$ cat src/rtl/pic_cmd_pkg.sv
package pic_cmd_pkg;

    localparam int DATA_W = 8;

    typedef enum logic [2:0] {
        ST_UNINIT = 3'd0,
        ST_BASE   = 3'd1,
        ST_CASC   = 3'd2,
        ST_OPT    = 3'd3,
        ST_RUN    = 3'd4
    } seq_state_t;

    typedef enum logic [1:0] {
        LK_START = 2'd0,
        LK_PRIO  = 2'd1,
        LK_READ  = 2'd2
    } low_kind_t;

    function automatic low_kind_t classify_low(input logic [DATA_W-1:0] b);
        if (b[4])
            return LK_START;
        else if (b[3])
            return LK_READ;
        else
            return LK_PRIO;
    endfunction

endpackage

$ cat src/rtl/pic_init_seq.sv
module pic_init_seq
    import pic_cmd_pkg::*;
(
    input  logic              clk,
    input  logic              rst_n,
    input  logic              wr_en,
    input  logic              addr_hi,
    input  logic [DATA_W-1:0] wr_data,
    output logic              start_w,
    output logic              done_w,
    output logic              ready,
    output logic              init_busy,
    output logic [4:0]        vec_base,
    output logic              level_mode,
    output logic              single_mode,
    output logic [7:0]        casc_word,
    output logic              vec_mode,
    output logic              auto_eoi,
    output logic [1:0]        buf_mode,
    output logic              nested_mode
);

    seq_state_t state_q, state_d;
    logic       need_opt_q;
    logic       hi_w;

    assign hi_w    = wr_en && addr_hi;
    assign start_w = wr_en && !addr_hi && (classify_low(wr_data) == LK_START);

    // next-state and completion decode
    always_comb begin
        state_d = state_q;
        done_w  = 1'b0;
        if (start_w) begin
            state_d = ST_BASE;
        end else if (hi_w) begin
            unique case (state_q)
                ST_BASE: begin
                    if (!single_mode) begin
                        state_d = ST_CASC;
                    end else if (need_opt_q) begin
                        state_d = ST_OPT;
                    end else begin
                        state_d = ST_RUN;
                        done_w  = 1'b1;
                    end
                end
                ST_CASC: begin
                    if (need_opt_q) begin
                        state_d = ST_OPT;
                    end else begin
                        state_d = ST_RUN;
                        done_w  = 1'b1;
                    end
                end
                ST_OPT: begin
                    state_d = ST_RUN;
                    done_w  = 1'b1;
                end
                ST_UNINIT: state_d = ST_UNINIT;
                ST_RUN:    state_d = ST_RUN;
                default:   state_d = ST_UNINIT;
            endcase
        end
    end

    // state register
    always_ff @(posedge clk) begin
        if (!rst_n)
            state_q <= ST_UNINIT;
        else
            state_q <= state_d;
    end

    // configuration outputs
    always_ff @(posedge clk) begin
        if (!rst_n) begin
            vec_base    <= '0;
            level_mode  <= 1'b0;
            single_mode <= 1'b0;
            need_opt_q  <= 1'b0;
            casc_word   <= '0;
            vec_mode    <= 1'b0;
            auto_eoi    <= 1'b0;
            buf_mode    <= '0;
            nested_mode <= 1'b0;
        end else if (start_w) begin
            level_mode  <= wr_data[3];
            single_mode <= wr_data[1];
            need_opt_q  <= wr_data[0];
            casc_word   <= '0;
            vec_mode    <= 1'b0;
            auto_eoi    <= 1'b0;
            buf_mode    <= '0;
            nested_mode <= 1'b0;
        end else if (hi_w) begin
            unique case (state_q)
                ST_BASE: vec_base  <= wr_data[7:3];
                ST_CASC: casc_word <= wr_data;
                ST_OPT: begin
                    vec_mode    <= wr_data[0];
                    auto_eoi    <= wr_data[1];
                    buf_mode    <= wr_data[3:2];
                    nested_mode <= wr_data[4];
                end
                ST_UNINIT, ST_RUN: ;
                default: ;
            endcase
        end
    end

    assign ready     = (state_q == ST_RUN);
    assign init_busy = (state_q == ST_BASE) || (state_q == ST_CASC) || (state_q == ST_OPT);

endmodule

$ cat src/rtl/pic_op_regs.sv
module pic_op_regs
    import pic_cmd_pkg::*;
#(
    parameter int LINES  = 8,
    localparam int LINE_W = $clog2(LINES)
) (
    input  logic              clk,
    input  logic              rst_n,
    input  logic              wr_en,
    input  logic              rd_en,
    input  logic              addr_hi,
    input  logic [DATA_W-1:0] wr_data,
    input  logic              start_w,
    input  logic              done_w,
    input  logic              ready,
    input  logic              poll_hit,
    input  logic [LINE_W-1:0] poll_line,
    output logic [LINES-1:0]  mask,
    output logic              special_mask,
    output logic              sel_isr,
    output logic              poll_pend,
    output logic              cmd_valid,
    output logic [2:0]        cmd_op,
    output logic [LINE_W-1:0] cmd_line,
    output logic              poll_ack,
    output logic [LINE_W-1:0] poll_ack_line
);

    logic      low_w;
    low_kind_t kind;
    logic      prio_w, read_w;

    assign low_w  = wr_en && !addr_hi && ready;
    assign kind   = classify_low(wr_data);
    assign prio_w = low_w && (kind == LK_PRIO);
    assign read_w = low_w && (kind == LK_READ);

    // mask register
    always_ff @(posedge clk) begin
        if (!rst_n)
            mask <= '1;
        else if (done_w)
            mask <= '0;
        else if (wr_en && addr_hi && ready)
            mask <= wr_data[LINES-1:0];
    end

    // readback selection, special mask, poll request
    always_ff @(posedge clk) begin
        if (!rst_n || start_w) begin
            sel_isr      <= 1'b0;
            special_mask <= 1'b0;
            poll_pend    <= 1'b0;
        end else if (read_w) begin
            if (wr_data[1])
                sel_isr <= wr_data[0];
            if (wr_data[6])
                special_mask <= wr_data[5];
            poll_pend <= wr_data[2];
        end else if (rd_en && poll_pend) begin
            poll_pend <= 1'b0;
        end
    end

    // command and poll-acknowledge pulses
    always_ff @(posedge clk) begin
        if (!rst_n) begin
            cmd_valid     <= 1'b0;
            cmd_op        <= '0;
            cmd_line      <= '0;
            poll_ack      <= 1'b0;
            poll_ack_line <= '0;
        end else begin
            cmd_valid <= prio_w;
            if (prio_w) begin
                cmd_op   <= wr_data[7:5];
                cmd_line <= wr_data[LINE_W-1:0];
            end
            poll_ack <= rd_en && poll_pend && poll_hit;
            if (rd_en && poll_pend)
                poll_ack_line <= poll_line;
        end
    end

endmodule

$ cat src/rtl/pic_read_mux.sv
module pic_read_mux
    import pic_cmd_pkg::*;
#(
    parameter int LINES  = 8,
    localparam int LINE_W = $clog2(LINES)
) (
    input  logic              addr_hi,
    input  logic              sel_isr,
    input  logic              poll_pend,
    input  logic              poll_hit,
    input  logic [LINE_W-1:0] poll_line,
    input  logic [LINES-1:0]  mask,
    input  logic [LINES-1:0]  irr_in,
    input  logic [LINES-1:0]  isr_in,
    output logic [DATA_W-1:0] rd_data
);

    logic [DATA_W-1:0] poll_byte;

    always_comb begin
        poll_byte = '0;
        if (poll_hit) begin
            poll_byte[DATA_W-1]   = 1'b1;
            poll_byte[LINE_W-1:0] = poll_line;
        end
    end

    always_comb begin
        rd_data = '0;
        if (poll_pend)
            rd_data = poll_byte;
        else if (addr_hi)
            rd_data[LINES-1:0] = mask;
        else if (sel_isr)
            rd_data[LINES-1:0] = isr_in;
        else
            rd_data[LINES-1:0] = irr_in;
    end

endmodule

$ cat src/rtl/pic_cmd_seq.sv
module pic_cmd_seq
    import pic_cmd_pkg::*;
#(
    parameter int LINES  = 8,
    localparam int LINE_W = $clog2(LINES)
) (
    input  logic              clk,
    input  logic              rst_n,
    input  logic              wr_en,
    input  logic              rd_en,
    input  logic              addr_hi,
    input  logic [7:0]        wr_data,
    output logic [7:0]        rd_data,
    input  logic [LINES-1:0]  irr_in,
    input  logic [LINES-1:0]  isr_in,
    input  logic              poll_hit,
    input  logic [LINE_W-1:0] poll_line,
    output logic              init_busy,
    output logic              ready,
    output logic [4:0]        vec_base,
    output logic              level_mode,
    output logic              single_mode,
    output logic [7:0]        casc_word,
    output logic              vec_mode,
    output logic              auto_eoi,
    output logic [1:0]        buf_mode,
    output logic              nested_mode,
    output logic [LINES-1:0]  mask,
    output logic              special_mask,
    output logic              cmd_valid,
    output logic [2:0]        cmd_op,
    output logic [LINE_W-1:0] cmd_line,
    output logic              poll_ack,
    output logic [LINE_W-1:0] poll_ack_line
);

    logic start_w, done_w, sel_isr, poll_pend;

    pic_init_seq u_seq (
        .clk         (clk),
        .rst_n       (rst_n),
        .wr_en       (wr_en),
        .addr_hi     (addr_hi),
        .wr_data     (wr_data),
        .start_w     (start_w),
        .done_w      (done_w),
        .ready       (ready),
        .init_busy   (init_busy),
        .vec_base    (vec_base),
        .level_mode  (level_mode),
        .single_mode (single_mode),
        .casc_word   (casc_word),
        .vec_mode    (vec_mode),
        .auto_eoi    (auto_eoi),
        .buf_mode    (buf_mode),
        .nested_mode (nested_mode)
    );

    pic_op_regs #(.LINES(LINES)) u_ops (
        .clk           (clk),
        .rst_n         (rst_n),
        .wr_en         (wr_en),
        .rd_en         (rd_en),
        .addr_hi       (addr_hi),
        .wr_data       (wr_data),
        .start_w       (start_w),
        .done_w        (done_w),
        .ready         (ready),
        .poll_hit      (poll_hit),
        .poll_line     (poll_line),
        .mask          (mask),
        .special_mask  (special_mask),
        .sel_isr       (sel_isr),
        .poll_pend     (poll_pend),
        .cmd_valid     (cmd_valid),
        .cmd_op        (cmd_op),
        .cmd_line      (cmd_line),
        .poll_ack      (poll_ack),
        .poll_ack_line (poll_ack_line)
    );

    pic_read_mux #(.LINES(LINES)) u_rd (
        .addr_hi   (addr_hi),
        .sel_isr   (sel_isr),
        .poll_pend (poll_pend),
        .poll_hit  (poll_hit),
        .poll_line (poll_line),
        .mask      (mask),
        .irr_in    (irr_in),
        .isr_in    (isr_in),
        .rd_data   (rd_data)
    );

endmodule

$ cat config.mk
export PLATFORM = sky130hd
export DESIGN_NAME = pic_cmd_seq
export DESIGN_NICKNAME = d
export VERILOG_FILES = /design/src/rtl/pic_cmd_pkg.sv /design/src/rtl/pic_init_seq.sv /design/src/rtl/pic_op_regs.sv /design/src/rtl/pic_read_mux.sv /design/src/rtl/pic_cmd_seq.sv
export SDC_FILE = /design/constraint.sdc
export NUM_CORES = 1
export LEC_CHECK = 0
export BUFFER_PORTS_ARGS = -buffer_cell sky130_fd_sc_hd__buf_4
export CORE_MARGIN = 4
export CORE_UTILIZATION = 44
export CTS_CLUSTER_SIZE = 20
export DETAILED_ROUTE_END_ITERATION = 8
export PLACE_DENSITY = 0.71
export RECOVER_POWER = 100
export SLEW_MARGIN = 20
export SYNTH_ARGS = -nofsm -noshare
export SYNTH_HDL_FRONTEND = slang
export SYNTH_SLANG_ARGS = --single-unit
$ cat constraint.sdc
create_clock -name clk -period 1.7 [get_ports clk]
set_clock_uncertainty 0.1 [all_clocks]
set_input_delay 0.51 -clock clk [delete_from_list [all_inputs] [get_ports clk]]
set_output_delay 0.51 -clock clk [all_outputs]
set_load 0.01 [all_outputs]
==> results.yml <==
floorplan:
  num_io_pins: 83
  rows: 25
  core_region_area_mm2: 0.00485
  start_util_pct: 46.3
  die_w_um: 79.5
  die-height_um: 79.5
  die_area_mm2: 0.00631
worst_hold_path:
  hold_path.class: "reg2reg"
clock_tree:
  cts-root-buf: "clkbuf_8"
  cts_tree: "done"
  hold_buffers: 0
  clk_latency_ns: 0.29
  cts_buffer_depth: 2
  clock_tree.htree_level_count: 2
  cts_made_buffers: 5
  cts.sinks: 46
  clkTransAtPathRegs_ns: 0.08
critical_path:
  cp_max_fo: 6
  start_kind: "register"
  worstPathArrival_ns: 1.40
  cp.buffers_inverters: 1
  worst_path_dominant_cell_family: "multiplexers"
  slowest_delay_ns: 0.41
  crit_slowest_cell: "dfxtp_4"
  path_cells: "mux2_2 -> mux2i_1 -> o21ai_1 -> buf_4"
  criticalPathCategory: "reg2out"
  end_kind: "output pin"
  required_ns: 1.09
sta:
  fin_ws_ns: -0.305
  max_slew_margin_pct: 65.4
  tns_ns: -2.22
  fin_crit_sh_pct: 118
  slew_violations: 0
  setup_viol: 8
  report.final.hold_viol_count: 0
  fin_crit_ns: 2.01
  tightest_slew_ns: 0.517
  fmax_ghz: 0.499
  rsz0062_at_grt: "yes"
status:
  failed_checks: "negative setup slack"
  status: "finished with violations"
placed_design:
  hpwlAfterDp_um: 4560
  dp_cells: 410
  placedInstanceArea_mm2: 0.00302
  portBuffers: 82
  routabilityCongestion: 0.836
routing:
  antenna_left: 0
  first_iter_violations: 189
  wl_per_cell_um: 15.0
  vias: 2268
  drc_errors: 0
  routed_via_density: 5.35
  routed_wirelength_um: 6370
  first_pass_iters: 4
logic_synthesis:
  synth-seq-cells: 46
  syn-num-nets: 297
  syn_avg_cell_area_um2: 8.51
  synth_ff_type: "dfxtp_1"
  yosysWarningCount: 0
  netlist.area_leader.share_pct: 41.0
  ys_types: 38
  netlist_area_mm2: 0.00225
  ys_top_cells_by_area: "dfxtp_1 (41%), nand3_1 (7.8%), mux2i_1 (5.8%)"
  synthCells: 264
  async_flop_share_pct: 0
  ys_seq_area_share_pct: 41.0
  synth_enable_flop_cells: 0
  synth_area_leader_cell: "dfxtp_1"
grt:
  grt_start_max_net_pins: 35
  grt_pass1_vias: 2120
  grt_first_pass_wirelength_um: 10200
  grt_usage_pct: 20.3
  antenna_found_initial: 0
  grt_overflow: 0
final_layout:
  finalNonFillerCells: 424
  fin_area_mm2: 0.00322
  syn_to_final_growth_pct: 43.3
  drive_gt1_share_pct: 40.6
  antennaDiodeCount: 0
  nets: 389
  fill_cells: 409
run:
  cap_viol_max_count: 0
power:
  peakVddDrop_uv: 419
  power_density_mw_per_mm2: 646
  cellLeakagePower_nw: 1.36
tightest hold or removal path: cells and delay by family, from the launching register on:
kind,cells,cell delay (ns)
and+or+nand+nor,1,0.05
DFF,1,0.31
muxes,1,0.05
sequential cells by signal, indices dropped and copies added (netlist names), 2 cells and up:
register,count
u_ops.cmd_line,3
u_ops.cmd_op,3
u_ops.mask,8
u_ops.poll_ack_line,3
u_seq.buf_mode,2
u_seq.casc_word,8
u_seq.state_q,3
u_seq.vec_base,5
where the power goes:
| part | total (mW) | switching, mW | internal [mW] |
|---|---|---|---|
| clock | 0.680 | 0.352 | 0.328 |
| combinational | 0.306 | 0.154 | 0.152 |
| sequential | 1.09 | 0.0114 | 1.08 |
| total | 2.08 | 0.518 | 1.56 |
cell usage after synthesis, types with 2 or more instances:
cell type and n:
dfxtp_1 46, nand3_1 35, o21ai_0 23, nand2_1 21, a21oi_1 18, mux2i_1 13, buf_2 12, clkbuf_1 11
inv_1 9, nor2b_1 9, a211oi_1 8, a21boi_0 8, o311ai_1 8, nand2b_1 5, nor2_1 5, mux2_2 4
nand4_1 4, nand3b_1 3, buf_4 2, o21ai_1 2
routing by layer:
metal / GRT usage [%] / vias up / routed length (um)
met5: 0 / - / 0
met4: 8.76 / 0 / 91
met3: 4.74 / 9 / 549
met2: 32.6 / 85 / 2970
met1: 26.0 / 1049 / 2760
li1: - / 1125 / -
stage by stage:
step	utilization [%]	setup WS, ns	total power [mW]	hold slack [ns]
2_1_floorplan	-	0.00254	1.27	0.379
3_3_place_gp	62.4	-0.126	1.41	0.345
3_5_place_dp	62.4	-0.148	1.41	0.347
4_1_cts	64.7	-0.296	2.08	0.365
5_1_grt	66.4	-0.376	2.17	0.366
6_report	66.4	-0.305	2.08	0.361
placed cells by master, fill, tap and decap left out, drive strengths merged:
| cell | count |
|---|---|
| a211o | 1 |
| a211oi | 8 |
| a21boi | 8 |
| a21oi | 18 |
| a311oi | 1 |
| and2 | 2 |
| and2b | 1 |
| and3 | 1 |
| and3b | 1 |
| and4b | 1 |
| and4bb | 1 |
| buf | 110 |
| clkbuf | 8 |
| clkinv | 1 |
| dfxtp | 46 |
| inv | 9 |
| mux2 | 4 |
| mux2i | 13 |
| nand2 | 21 |
| nand2b | 5 |
| nand3 | 35 |
| nand3b | 4 |
| nand4 | 4 |
| nor2 | 5 |
| nor2b | 9 |
| nor3b | 2 |
| o21a | 1 |
| o21ai | 25 |
| o21ba | 1 |
| o221a | 1 |
| o311ai | 8 |
| or2 | 1 |
| or4 | 1 |
worst paths after layout:
check / start / end / slack [ns] / cells past startpoint
hold reg to reg: u_ops.cmd_op[1] / u_ops.cmd_op[1] / 0.36 / 2
setup / recovery: u_ops.sel_isr / rd_data[0] / -0.31 / 4
setup reg to reg: u_seq.state_q[0] / u_seq.casc_word[0] / 0.18 / 5
hold / removal: u_ops.cmd_op[1] / u_ops.cmd_op[1] / 0.36 / 2
area by class of cell:
class	instances	area (um^2)	area share [%]
clock buffers	7	86.3	2.68
clock inverters	1	5.00	0.155
inverters	9	33.8	1.05
multi-input cells	183	1230	38.2
flip-flops and latches	46	936	29.1
well taps	67	83.8	2.60
repair buffers	111	847	26.3
cell families after synthesis:
kind of cell	Yosys count	share of synthesized area (%)
simple gates	94	23.2
compound gates	72	20.9
flops	46	41.0
buf+inv	35	7.18
mux	17	7.79
timing repair:
action | CTS | global route
buffers inserted | 1 | 5
pin swaps | 3 | 4
setup endpoints to repair | 10 | 10
cloned | 0 | 0
gates resized for setup | 8 | 13
(Power assumes the default switching activity.)
